**src/rtl/fsu_pkg.sv**
```systemverilog
package fsu_pkg;
  typedef enum logic {
    MODE_DIRECT = 1'b0,
    MODE_ACCUM  = 1'b1
  } fsu_mode_e;

  localparam int unsigned MAC_STAGES = 2;
endpackage

```
**src/rtl/fsu_gate.sv**
```systemverilog
// Activity gate: enables the multiply-add registers only while work is in flight.
module fsu_gate (
  input  logic clk,
  input  logic rst,
  input  logic take,
  input  logic s1_vld,
  input  logic s2_vld,
  output logic dp_en,
  output logic dp_active
);
  always_comb dp_en = take | s1_vld | s2_vld;

  always_ff @(posedge clk) begin
    if (rst) dp_active <= 1'b0;
    else     dp_active <= dp_en;
  end
endmodule

```
**src/rtl/fsu_mac.sv**
```systemverilog
// Two-stage fixed-point multiply-add with the vector tag carried alongside.
module fsu_mac #(
  parameter int DATA_W = 16,
  parameter int COEF_W = 16,
  parameter int IDX_W  = 4,
  localparam int PROD_W = DATA_W + COEF_W,
  localparam int MAC_W  = PROD_W + 1
) (
  input  logic                     clk,
  input  logic                     rst,
  input  logic                     en,
  input  logic                     take,
  input  logic                     in_acc,
  input  logic [IDX_W-1:0]         in_vec,
  input  logic signed [DATA_W-1:0] in_sum,
  input  logic signed [COEF_W-1:0] in_scale,
  input  logic signed [PROD_W-1:0] in_weight,
  output logic                     s1_vld,
  output logic                     s2_vld,
  output logic                     s2_acc,
  output logic [IDX_W-1:0]         s2_vec,
  output logic signed [MAC_W-1:0]  s2_res
);
  logic signed [PROD_W-1:0] prod1;
  logic signed [PROD_W-1:0] wgt1;
  logic [IDX_W-1:0]         vec1;
  logic                     acc1;

  always_ff @(posedge clk) begin
    if (rst) begin
      s1_vld <= 1'b0;
      s2_vld <= 1'b0;
    end else begin
      s1_vld <= take;
      s2_vld <= s1_vld;
    end
  end

  always_ff @(posedge clk) begin
    if (en) begin
      prod1  <= in_sum * in_scale;
      wgt1   <= in_weight;
      vec1   <= in_vec;
      acc1   <= in_acc;
      s2_res <= {prod1[PROD_W-1], prod1} + {wgt1[PROD_W-1], wgt1};
      s2_vec <= vec1;
      s2_acc <= acc1;
    end
  end
endmodule

```
**src/rtl/fsu_accum.sv**
```systemverilog
// Per-vector score accumulators with component counting and the output register.
module fsu_accum #(
  parameter int NUM_VEC = 10,
  parameter int COMPS   = 8,
  parameter int IDX_W   = 4,
  parameter int MAC_W   = 33,
  parameter int ACC_W   = 36,
  localparam int CNT_W  = $clog2(COMPS + 1)
) (
  input  logic                    clk,
  input  logic                    rst,
  input  logic                    clr,
  input  logic                    vld,
  input  logic                    acc,
  input  logic [IDX_W-1:0]        vec,
  input  logic signed [MAC_W-1:0] res,
  output logic                    out_valid,
  output logic [IDX_W-1:0]        out_vec,
  output logic signed [ACC_W-1:0] out_score
);
  logic signed [ACC_W-1:0] mem [NUM_VEC];
  logic [CNT_W-1:0]        cnt_q [NUM_VEC];

  logic signed [ACC_W-1:0] res_x;
  logic signed [ACC_W-1:0] base;
  logic signed [ACC_W-1:0] total;
  logic                    last;
  logic                    acc_upd;
  logic                    fire;

  always_comb begin
    res_x   = {{(ACC_W-MAC_W){res[MAC_W-1]}}, res};
    base    = (cnt_q[vec] == '0) ? '0 : mem[vec];
    total   = base + res_x;
    last    = (cnt_q[vec] == CNT_W'(COMPS - 1));
    acc_upd = vld && acc && !clr;
    fire    = vld && (!acc || (!clr && last));
  end

  // Storage without reset so it can map to memory; emptiness lives in cnt_q.
  always_ff @(posedge clk) begin
    if (acc_upd) mem[vec] <= total;
  end

  always_ff @(posedge clk) begin
    if (rst || clr) begin
      for (int i = 0; i < NUM_VEC; i++) cnt_q[i] <= '0;
    end else if (acc_upd) begin
      cnt_q[vec] <= last ? '0 : cnt_q[vec] + 1'b1;
    end
  end

  always_ff @(posedge clk) begin
    if (rst) begin
      out_valid <= 1'b0;
      out_vec   <= '0;
      out_score <= '0;
    end else begin
      out_valid <= fire;
      if (fire) begin
        out_vec   <= vec;
        out_score <= acc ? total : res_x;
      end
    end
  end
endmodule

```
**src/rtl/final_score_unit.sv**
```systemverilog
module final_score_unit #(
  parameter int DATA_W  = 16,
  parameter int COEF_W  = 16,
  parameter int IDX_W   = 4,
  parameter int NUM_VEC = 10,
  parameter int COMPS   = 8,
  localparam int PROD_W = DATA_W + COEF_W,
  localparam int MAC_W  = PROD_W + 1,
  localparam int ACC_W  = MAC_W + $clog2(COMPS)
) (
  input  logic                     clk,
  input  logic                     rst,
  input  logic                     acc_mode,
  input  logic                     clr_acc,
  input  logic                     in_valid,
  input  logic [IDX_W-1:0]         in_vec,
  input  logic signed [DATA_W-1:0] in_sum,
  input  logic signed [COEF_W-1:0] in_scale,
  input  logic signed [PROD_W-1:0] in_weight,
  output logic                     out_valid,
  output logic [IDX_W-1:0]         out_vec,
  output logic signed [ACC_W-1:0]  out_score,
  output logic                     dp_active
);
  import fsu_pkg::*;

  localparam logic [IDX_W:0] VEC_LIM = (IDX_W+1)'(NUM_VEC);

  logic                    take;
  logic                    dp_en;
  logic                    s1_vld;
  logic                    s2_vld;
  logic                    s2_acc;
  logic [IDX_W-1:0]        s2_vec;
  logic signed [MAC_W-1:0] s2_res;
  fsu_mode_e               mode;

  always_comb begin
    mode = fsu_mode_e'(acc_mode);
    take = in_valid && ({1'b0, in_vec} < VEC_LIM);
  end

  fsu_gate u_gate (
    .clk       (clk),
    .rst       (rst),
    .take      (take),
    .s1_vld    (s1_vld),
    .s2_vld    (s2_vld),
    .dp_en     (dp_en),
    .dp_active (dp_active)
  );

  fsu_mac #(
    .DATA_W (DATA_W),
    .COEF_W (COEF_W),
    .IDX_W  (IDX_W)
  ) u_mac (
    .clk       (clk),
    .rst       (rst),
    .en        (dp_en),
    .take      (take),
    .in_acc    (mode == MODE_ACCUM),
    .in_vec    (in_vec),
    .in_sum    (in_sum),
    .in_scale  (in_scale),
    .in_weight (in_weight),
    .s1_vld    (s1_vld),
    .s2_vld    (s2_vld),
    .s2_acc    (s2_acc),
    .s2_vec    (s2_vec),
    .s2_res    (s2_res)
  );

  fsu_accum #(
    .NUM_VEC (NUM_VEC),
    .COMPS   (COMPS),
    .IDX_W   (IDX_W),
    .MAC_W   (MAC_W),
    .ACC_W   (ACC_W)
  ) u_accum (
    .clk       (clk),
    .rst       (rst),
    .clr       (clr_acc),
    .vld       (s2_vld),
    .acc       (s2_acc),
    .vec       (s2_vec),
    .res       (s2_res),
    .out_valid (out_valid),
    .out_vec   (out_vec),
    .out_score (out_score)
  );
endmodule

```
**config.mk**
```make
export PLATFORM = sky130hd
export DESIGN_NAME = final_score_unit
export DESIGN_NICKNAME = d
export VERILOG_FILES = /design/src/rtl/fsu_pkg.sv /design/src/rtl/fsu_gate.sv /design/src/rtl/fsu_mac.sv /design/src/rtl/fsu_accum.sv /design/src/rtl/final_score_unit.sv
export SDC_FILE = /design/constraint.sdc
export NUM_CORES = 1
export LEC_CHECK = 0
export BUFFER_PORTS_ARGS = -buffer_cell sky130_fd_sc_hd__buf_2
export CORE_MARGIN = 2
export CORE_UTILIZATION = 40
export CTS_CLUSTER_DIAMETER = 50
export DETAILED_ROUTE_END_ITERATION = 10
export SLEW_MARGIN = 25
export SYNTH_ARGS = -nofsm -noshare
export SYNTH_HDL_FRONTEND = slang
export SYNTH_HIERARCHICAL = 1
export SYNTH_SLANG_ARGS = --single-unit
```
**constraint.sdc**
```tcl
create_clock -name clk -period 10.5 [get_ports clk]
set_input_delay 1.05 -clock clk [delete_from_list [all_inputs] [get_ports clk]]
set_output_delay 1.05 -clock clk [all_outputs]
set_load 0.1 [all_outputs]
```
## After elaboration in Yosys (flattened, before gate mapping)

Memory sizes are Yosys's and may differ from the RTL's. A register that Yosys moved wholly into a read port is not among the register bits.
Index checks and enable logic that the tools add are counted.

| operators by class | value |
|---|---|
| equal/unequal tests | 1 |
| add/sub/neg operators | 3 |
| bitwise logic cells | 2 |
| mux-type cells | 14 |
| $mul | 1 |
| magnitude comparators | 1 |
| reductions and logical operators | 11 |

Operator list:

| operator | number |
|---|---|
| 2-to-1 mux 36 bit | 2 |
| adder 36 x 33 -> 36 bit | 1 |
| adder 32 x 32 -> 33 bit | 1 |
| multiplier 16 x 16 -> 32 bit | 1 |
| 2-to-1 mux 4 bit | 5 |
| 2-to-1 mux 1 bit | 7 |
| logical AND 1 bit | 5 |
| adder 4 x 1 -> 4 bit, second input constant | 1 |
| equality test 4 x 3 -> 1 bit, second input constant | 1 |
| logical NOT 4 bit | 1 |
| < comparator 4 bit, second input constant | 1 |
| OR reduction 4 bit | 1 |
| logical NOT 1 bit | 2 |
| logical OR 1 bit | 2 |
| OR 1 bit | 2 |

| storage, ports and cells | value |
|---|---|
| bits in registers | 151 |
| memory bits (writable) | 400 |
| bits of input ports | 73 |
| memories kept | 2 |

Memory list:

| memory | words | width | rd ports | clocked after memory_dff | wr ports | RTL line | RTL |
|---|---|---|---|---|---|---|---|
| u_accum.mem | 10 | 36 | 1 | 1 | 1 | fsu_accum.sv:21 | `logic signed [ACC_W-1:0] mem [NUM_VEC];` |
| u_accum.cnt_q | 10 | 4 | 1 | 1 | 10 | fsu_accum.sv:22 | `logic [CNT_W-1:0] cnt_q [NUM_VEC];` |

## Logic depth before layout (Yosys ltp)

Gate-level depths: netlist (run 1).

| depth | value |
|---|---|
| depth in word-level cells | 7 |
| depth in mapped cells | 22 |

## Cells and area by module

Netlist (run 1), hierarchy kept.

Modules (own cells, without submodules):

| module | area each (um^2) | times used | cells each |
|---|---|---|---|
| fsu_accum | 20438.4 | 1 | 1280 |
| fsu_mac | 14735.4 | 1 | 1427 |
| fsu_gate | 45.0 | 1 | 3 |
| final_score_unit | 11.3 | 1 | 2 |

## Worst setup path after synthesis (run 1)

OpenSTA, ideal clock, no wires.

| timing path | value |
|---|---|
| kind | input -> register |
| start point | in in_sum[15] |
| end point | reg u_mac.prod1[31], data pin |
| setup time | 260 ps |
| slack | 3866 ps |
| arrival | 6374 ps |
| required time | 10240 ps |
| cell stages on the path | 19 |
| cell sequence | clkbuf_1 -> nand2_1 -> inv_1 -> fa_1 -> fa_1 -> fa_1 -> fa_1 -> fa_1 -> inv_1 -> fa_1 -> inv_1 -> ha_1 -> a21o_1 -> a21o_1 -> a21oi_1 -> o2111a_1 -> o311a_1 -> a21oi_1 -> xnor2_1 |

| between the ends | value |
|---|---|
| longest elaborated chain between the ends | 1 |

RTL lines:

| what | RTL line | RTL |
|---|---|---|
| start: declaration | final_score_unit.sv:17 | `input logic signed [DATA_W-1:0] in_sum,` |
| multiplier 16 x 16 -> 32 bit | fsu_mac.sv:41 | `prod1 <= in_sum * in_scale;` |
| end signal: assignment | fsu_mac.sv:41 |  |
| end: declaration | fsu_mac.sv:24 | `logic signed [PROD_W-1:0] prod1;` |

Every way passes these cells.
A chain may end at the register's enable or synchronous reset.

==> results of run 1 <==
[sequential cells by signal (all words and copies together), names as in the netlist]
register / flops
u_mac/s2_acc: 1
u_accum/mem: 360
u_mac/vec1: 4
u_mac/s1_vld: 1
u_mac/s2_vec: 4
u_accum/cnt_q: 64
u_mac/s2_res: 33
u_accum/out_score: 36
u_gate/dp_active: 1
u_mac/wgt1: 32
u_accum/out_valid: 1
u_mac/prod1: 32
u_mac/acc1: 1
u_mac/s2_vld: 1
u_accum/out_vec: 4
[worst max-delay path: cells and delay by family (launching register included)]
kind / cells / cell delay [ns]
compound gates: 9 / 2.30
buf+inv: 3 / 1.83
xor+xnor: 1 / 0.74
mux: 2 / 0.70
fa+ha+maj: 1 / 0.41
simple gates: 2 / 0.33
flops: 1 / 0.32
[layout make-up]
class	instances	area (µm²)	area share
clock buffers	79	1620	0.0417
multi-input cells	1693	16700	0.429
repair buffers	139	766	0.0197
flip-flops and latches	575	16800	0.432
clock inverters	30	332	0.00851
inverters	334	1250	0.0322
well taps	1155	1450	0.0371
[routing by layer]
| layer | global-route usage | up-vias |
|---|---|---|
| met1 | 0.254 | 10800 |
| met5 | 0 | - |
| li1 | - | 9746 |
| met2 | 0.316 | 544 |
| met3 | 0.0201 | 92 |
| met4 | 0.0406 | 0 |
[placed cells by master, fill, tap and decap left out, types with 6 or more instances in the layout]
cell type | synthesis | final
xor2_1 | 25 | 25
nand3_1 | 28 | 28
buf_2 | 18 | 114
nor3_1 | 24 | 22
nor2b_1 | 49 | 49
clkbuf_16 | 0 | 61
mux4_2 | 89 | 89
a211oi_1 | 95 | 95
a31oi_1 | 6 | 6
o21a_1 | 20 | 20
nor2_1 | 133 | 131
a21oi_1 | 90 | 90
xnor2_1 | 65 | 65
dfxtp_1 | 44 | 44
nand2b_1 | 17 | 17
clkinv_2 | 0 | 8
a21o_1 | 34 | 34
clkbuf_1 | 82 | 15
o21ai_0 | 51 | 51
ha_1 | 151 | 151
clkinv_1 | 1 | 14
and3_1 | 11 | 11
bufinv_16 | 0 | 6
a31o_2 | 6 | 6
mux2i_1 | 70 | 70
fa_1 | 264 | 264
edfxtp_1 | 531 | 531
buf_4 | 2 | 24
nand2_1 | 191 | 191
o21bai_1 | 11 | 11
inv_1 | 333 | 326
and2_1 | 132 | 132
o21ai_1 | 11 | 11
nand4_1 | 10 | 10
[power by group]
part | total [W] | switching (W) | internal, W
clock network | 0.00210 | 0.000871 | 0.00123
logic | 0.00769 | 0.00458 | 0.00311
registers | 0.00376 | 0.000121 | 0.00364
total | 0.0135 | 0.00557 | 0.00798
[synth_stat cells (all sizes together), types with 65 or more instances]
master / n / share of area
inv: 333 / 0.035
clkbuf: 82 / 0.0087
and2: 133 / 0.024
nand2: 194 / 0.021
xnor2: 65 / 0.016
mux4: 89 / 0.057
nor2: 133 / 0.014
mux2i: 70 / 0.020
a21oi: 95 / 0.014
fa: 264 / 0.15
a211oi: 97 / 0.021
edfxtp: 531 / 0.45
ha: 151 / 0.054
[per-stage QoR]
| step | setup WS [ns] | power, W | cells | util | instance area, µm² |
|---|---|---|---|---|---|
| 2_1_floorplan | 3.87 | 0.00963 | 2712 | - | 35200 |
| 3_3_place_gp | 3.50 | 0.0112 | 3895 | 0.425 | 37000 |
| 3_5_place_dp | 3.32 | 0.0114 | 3896 | 0.425 | 37000 |
| 4_1_cts | 3.66 | 0.0136 | 4005 | 0.448 | 38900 |
| 5_1_grt | 3.25 | 0.0147 | 4005 | 0.448 | 39000 |
| 6_report | 3.75 | 0.0135 | 4005 | 0.448 | 39000 |
[worst max-delay path by stage]
stage                     from                     to  slack (ns)
2_1_floorplan       in_sum[15]        u_mac/prod1[31]        3.87
3_3_place_gp       in_scale[1]        u_mac/prod1[30]        3.50
3_5_place_dp       in_scale[1]        u_mac/prod1[30]        3.32
4_1_cts        u_mac/s2_vec[1]  u_accum/out_score[18]        3.66
5_1_grt        u_mac/s2_vec[1]  u_accum/out_score[18]        3.25
6_report       u_mac/s2_vec[1]  u_accum/out_score[18]        3.75
[cell families after synthesis]
logic type / after synthesis / synth area share
muxes: 159 / 0.0768
adders and majority gates: 415 / 0.204
xor gates and xnor gates: 90 / 0.0224
and+or+nand+nor: 633 / 0.0900
DFF: 575 / 0.478
AOI/OAI and AO/OA: 396 / 0.0805
buffers and inverters: 444 / 0.0490
==> flow_metrics.py, run 1 <==
metrics = {
    "cts": {
        "cts_sinks": 575,
        "clk_latency_ns": 0.62,
        "post_cts_buffers": 0,
        "holdBufCountCts": 0,
        "cts_resized": 0,
        "cts_tree": "done",
        "clk_pin_slew_ns": 0.06,
        "clockRootBuffer": "clkbuf_16",
        "cts_max_level": 2,
        "cts_made_buffers": 58,
        "clockBufferDepth": 3,
    },
    "synthesis": {
        "syn_area_mm2": 0.0352,
        "seq_area_frac_synth": 0.478,
        "synth_ff_type": "edfxtp_1",
        "syn_inst": 2712,
        "async_reset_ff_frac": 0,
        "yosysWarnings": 6,
        "synth_nets": 3200,
        "ys_ff_latch": 575,
        "synth_edf_count": 531,
        "synth_cell_types": 91,
        "synth.avg_cell_area_um2": 13.0,
    },
    "worst_hold_path": {
        "hold_start": "u_mac/vec1[1]",
        "hp-class": "register to register",
        "min_to": "u_mac/s2_vec[1]",
        "hold_depth": 0,
    },
    "setup_path": {
        "cp_cell_sequence": "buf_4 > buf_4 > mux4_2 > o22ai_1 > a21oi_4 > nor3b_4 > buf_4 > a211oi_1 > ha_1 > nand2_1 > o21ai_0 > a21oi_1 > o21ai_0 > a31o_2 > a21oi_1 > xnor2_1 > mux2i_1 > a21oi_1",
        "critPathMaxStageDelay_ns": 0.81,
        "crit_arrival_ns": 7.29,
        "r2r_cells": 18,
        "cp_max_fo": 54,
        "crit_type": "register to register",
        "worst_r2r_endpoint": "u_accum/out_score[18]",
        "reg2reg_from": "u_mac/s2_vec[1]",
        "crit_path_end_kind": "register",
        "startpoint_type": "register",
        "worst_path_max_delay_cell": "buf_4",
        "critical_path_required_ns": 11.03,
        "r2r_slack_ns": 3.75,
    },
    "global_routing": {
        "grt_overflow": 0,
        "grt_pass1_vias": 22400,
        "grt_pass1_wl_um": 129000,
        "antenna_found_initial": 0,
        "grt_max_degree": 68,
        "track_usage": 0.185,
    },
    "sta": {
        "max_freq_ghz": 0.148,
        "fin_skew_ns": 0.0256,
        "rsz0062_at_grt": "no",
        "worst_pin_slew_ns": 1.04,
        "setup_tns_ns": 0,
        "setup_viol": 0,
        "relSlewSlack": 0.303,
        "period_share": 0.643,
        "timing.final.crit_period_ns": 6.75,
        "final-hold-violation-count": 0,
        "drv_slew": 0,
        "hold_slack_ns": 0.418,
    },
    "finish": {
        "n_antenna_cell": 0,
        "finalNetCount": 3289,
        "area_growth_pct": 10.6,
        "drive_gt1_frac": 0.128,
        "fillers": 7901,
    },
    "routing": {
        "routed.top_layer": "met4",
        "wl_met3_um": 3540,
        "drc": 0,
        "dr_total_vias": 21100,
        "dr.pass1.iters": 7,
        "routed_via_density": 5.28,
        "wl_per_cell_um": 20.7,
        "ant_nets": 0,
        "wl_met1_um": 37100,
        "totalWireLength_um": 82900,
        "drt_iter0_markers": 1365,
        "wl_met2_um": 40800,
    },
    "place": {
        "io_buffers": 114,
        "place_congestion": 0.890,
        "place_hpwl_um": 57900,
    },
    "floorplan": {
        "start_util": 0.405,
        "rows": 108,
        "coreArea_mm2": 0.0870,
        "die_h_um": 301,
        "die_area_mm2": 0.0905,
        "die_x_um": 301,
        "ios": 115,
    },
    "power": {
        "ir_drop_v": 0.000365,
        "p_per_area_mw_per_mm2": 348,
        "leakage_nw": 15.2,
    },
    "flow_run": {
        "cap_violations": 0,
    },
    "outcome": {
        "status": "complete, no violations",
    },
}
No activity file was read; power rests on OpenSTA's default activity.
==> run 2, diff against run 1 <==
clock period = 6.3 ns   (was 10.5 ns; I/O delays follow)
==> flow_metrics.py, run 2 (same netlist as run 1, synthesis figures left out) <==
metrics = {
    "routing": {
        "wl_per_cell_um": 20.2,
        "routed_via_density": 5.26,
        "drt_iter0_markers": 1297,
        "ant_nets": 0,
        "totalWireLength_um": 83100,
        "drc": 0,
        "dr.pass1.iters": 5,
        "dr_total_vias": 21600,
    },
    "floorplan": {
        "start_util": 0.405,
        "rows": 108,
        "die_h_um": 301,
        "ios": 115,
        "coreArea_mm2": 0.0870,
        "die_x_um": 301,
        "die_area_mm2": 0.0905,
    },
    "sta": {
        "final-hold-violation-count": 0,
        "fin_skew_ns": 0.0406,
        "relSlewSlack": 0.321,
        "max_freq_ghz": 0.168,
        "rsz0062_at_grt": "no",
        "drv_slew": 0,
        "setup_viol": 0,
        "period_share": 0.946,
        "worst_pin_slew_ns": 1.01,
        "timing.final.crit_period_ns": 5.96,
        "setup_tns_ns": 0,
    },
    "power": {
        "leakage_nw": 15.8,
        "pwr-share-clk": 0.148,
        "pwr-share-seq": 0.260,
        "internal-power_w": 0.0144,
        "p_sw_frac": 0.401,
        "finalPower_w": 0.0240,
        "p_switching_w": 0.00965,
        "combPwrFrac": 0.592,
        "p_per_area_mw_per_mm2": 603,
        "ir_drop_v": 0.000751,
    },
    "outcome": {
        "status": "complete, no violations",
    },
    "cts": {
        "cts_tree": "done",
        "post_cts_buffers": 0,
        "clockRootBuffer": "clkbuf_16",
        "cts_made_buffers": 58,
        "cts_max_level": 2,
        "clk_pin_slew_ns": 0.06,
        "clockBufferDepth": 3,
        "cts_sinks": 575,
        "clk_latency_ns": 0.65,
    },
    "global_routing": {
        "grt_pass1_wl_um": 129000,
        "grt_pass1_vias": 22700,
        "grt_overflow": 0,
        "antenna_found_initial": 3,
        "track_usage": 0.184,
        "grt_max_degree": 111,
    },
    "place": {
        "place_congestion": 0.895,
        "dp_cells": 4000,
        "io_buffers": 114,
        "place_hpwl_um": 59300,
    },
    "setup_path": {
        "crit_path_end_kind": "register",
        "crit_arrival_ns": 6.53,
        "startpoint_type": "register",
        "critical_path_required_ns": 6.88,
        "cp_max_fo": 15,
        "crit_type": "register to register",
    },
    "finish": {
        "final_common_cell": "edfxtp_1",
        "final_cell_mix": "531 x edfxtp_1, 326 x inv_1, 264 x fa_1, 191 x nand2_1, 151 x ha_1",
        "area_growth_pct": 13.1,
        "stdcell_count": 4111,
        "drive_gt1_frac": 0.160,
        "reg_top3": "u_accum/mem: 360 flops, u_accum/cnt_q: 64 flops, u_accum/out_score: 36 flops",
        "regMostFlops": "u_accum/mem",
        "finalNetCount": 3393,
        "largest_reg_flops": 360,
    },
    "worst_hold_path": {
        "hp-class": "primary input to register",
    },
    "flow_run": {
        "cap_violations": 0,
    },
}
-- run 2: final cells by class --
cell class	count	area, µm²
Multi-Input combinational cell	1693	16700
Sequential cell	575	16800
Clock buffer	68	1500
Fill cell	7759	47200
Clock inverter	42	492
Antenna cell	1	2.50
Timing Repair Buffer	243	1600
Inverter	334	1250
Tap cell	1155	1450
-- run 2: stage by stage --
step | instance area (µm²) | hold slack, ns | utilization | setup slack [ns]
3_5_place_dp | 37800 | 0.405 | 0.435 | -0.139
2_1_floorplan | 35200 | 0.400 | - | 0.0864
5_1_grt | 39800 | 0.147 | 0.458 | 0.0187
4_1_cts | 39800 | 0.127 | 0.458 | 0.227
3_3_place_gp | 37800 | 0.402 | 0.435 | 0.0216
6_report | 39800 | 0.171 | 0.458 | 0.341
-- run 2: power by group through the flow --
| stage | Clock, W | Sequential, W | Combinational [W] |
|---|---|---|---|
| finish | 0.00357 | 0.00624 | 0.0142 |
| global route | 0.00379 | 0.00626 | 0.0160 |
| CTS | 0.00364 | 0.00624 | 0.0142 |
| detailed placement | 0 | 0.00632 | 0.0141 |
| global placement | 0 | 0.00632 | 0.0137 |
| floorplan | 0 | 0.00627 | 0.00978 |
-- run 2: path summary, 6_finish.rpt --
check | startpoint | end | slack (ns) | depth (start not counted)
setup / recovery | u_mac/s2_vec[1] | u_accum/out_score[13] | 0.34 | 17
hold / removal | in_vec[0] | u_mac/vec1[0] | 0.17 | 1
setup reg to reg | u_mac/s2_vec[1] | u_accum/out_score[13] | 0.34 | 17
hold reg to reg | u_mac/vec1[1] | u_mac/s2_vec[1] | 0.42 | 0
-- run 2: timing repair --
action / in CTS / in global routing
hold buffers: 0 / 0
gates resized for setup: 0 / 3
endpoints found under the hold margin: 0 / 0
setup endpoints to repair: 0 / 11
-- run 2: critical path, stage by stage (launching register included) --
cell and delay (ns):
edfxtp_1 0.82, mux4_2 0.45, mux4_2 0.55, inv_1 0.12
ha_1 0.15, nor3b_4 0.38, buf_4 0.26, a211oi_1 0.07
ha_1 0.39, nand2_1 0.12, o31a_1 0.36, o31ai_4 0.38
buf_4 0.19, a31oi_1 0.13, o21a_1 0.23, xnor2_1 0.68
mux2i_1 0.36, a21oi_1 0.24
-- run 2: metal layers --
layer | vias up | part of all wire | GRT usage
met5 | - | 0.00033 | 0
met2 | 589 | 0.50 | 0.320
met1 | 11000 | 0.44 | 0.246
li1 | 9944 | - | -
met4 | 4 | 0.020 | 0.0428
met3 | 115 | 0.045 | 0.0225
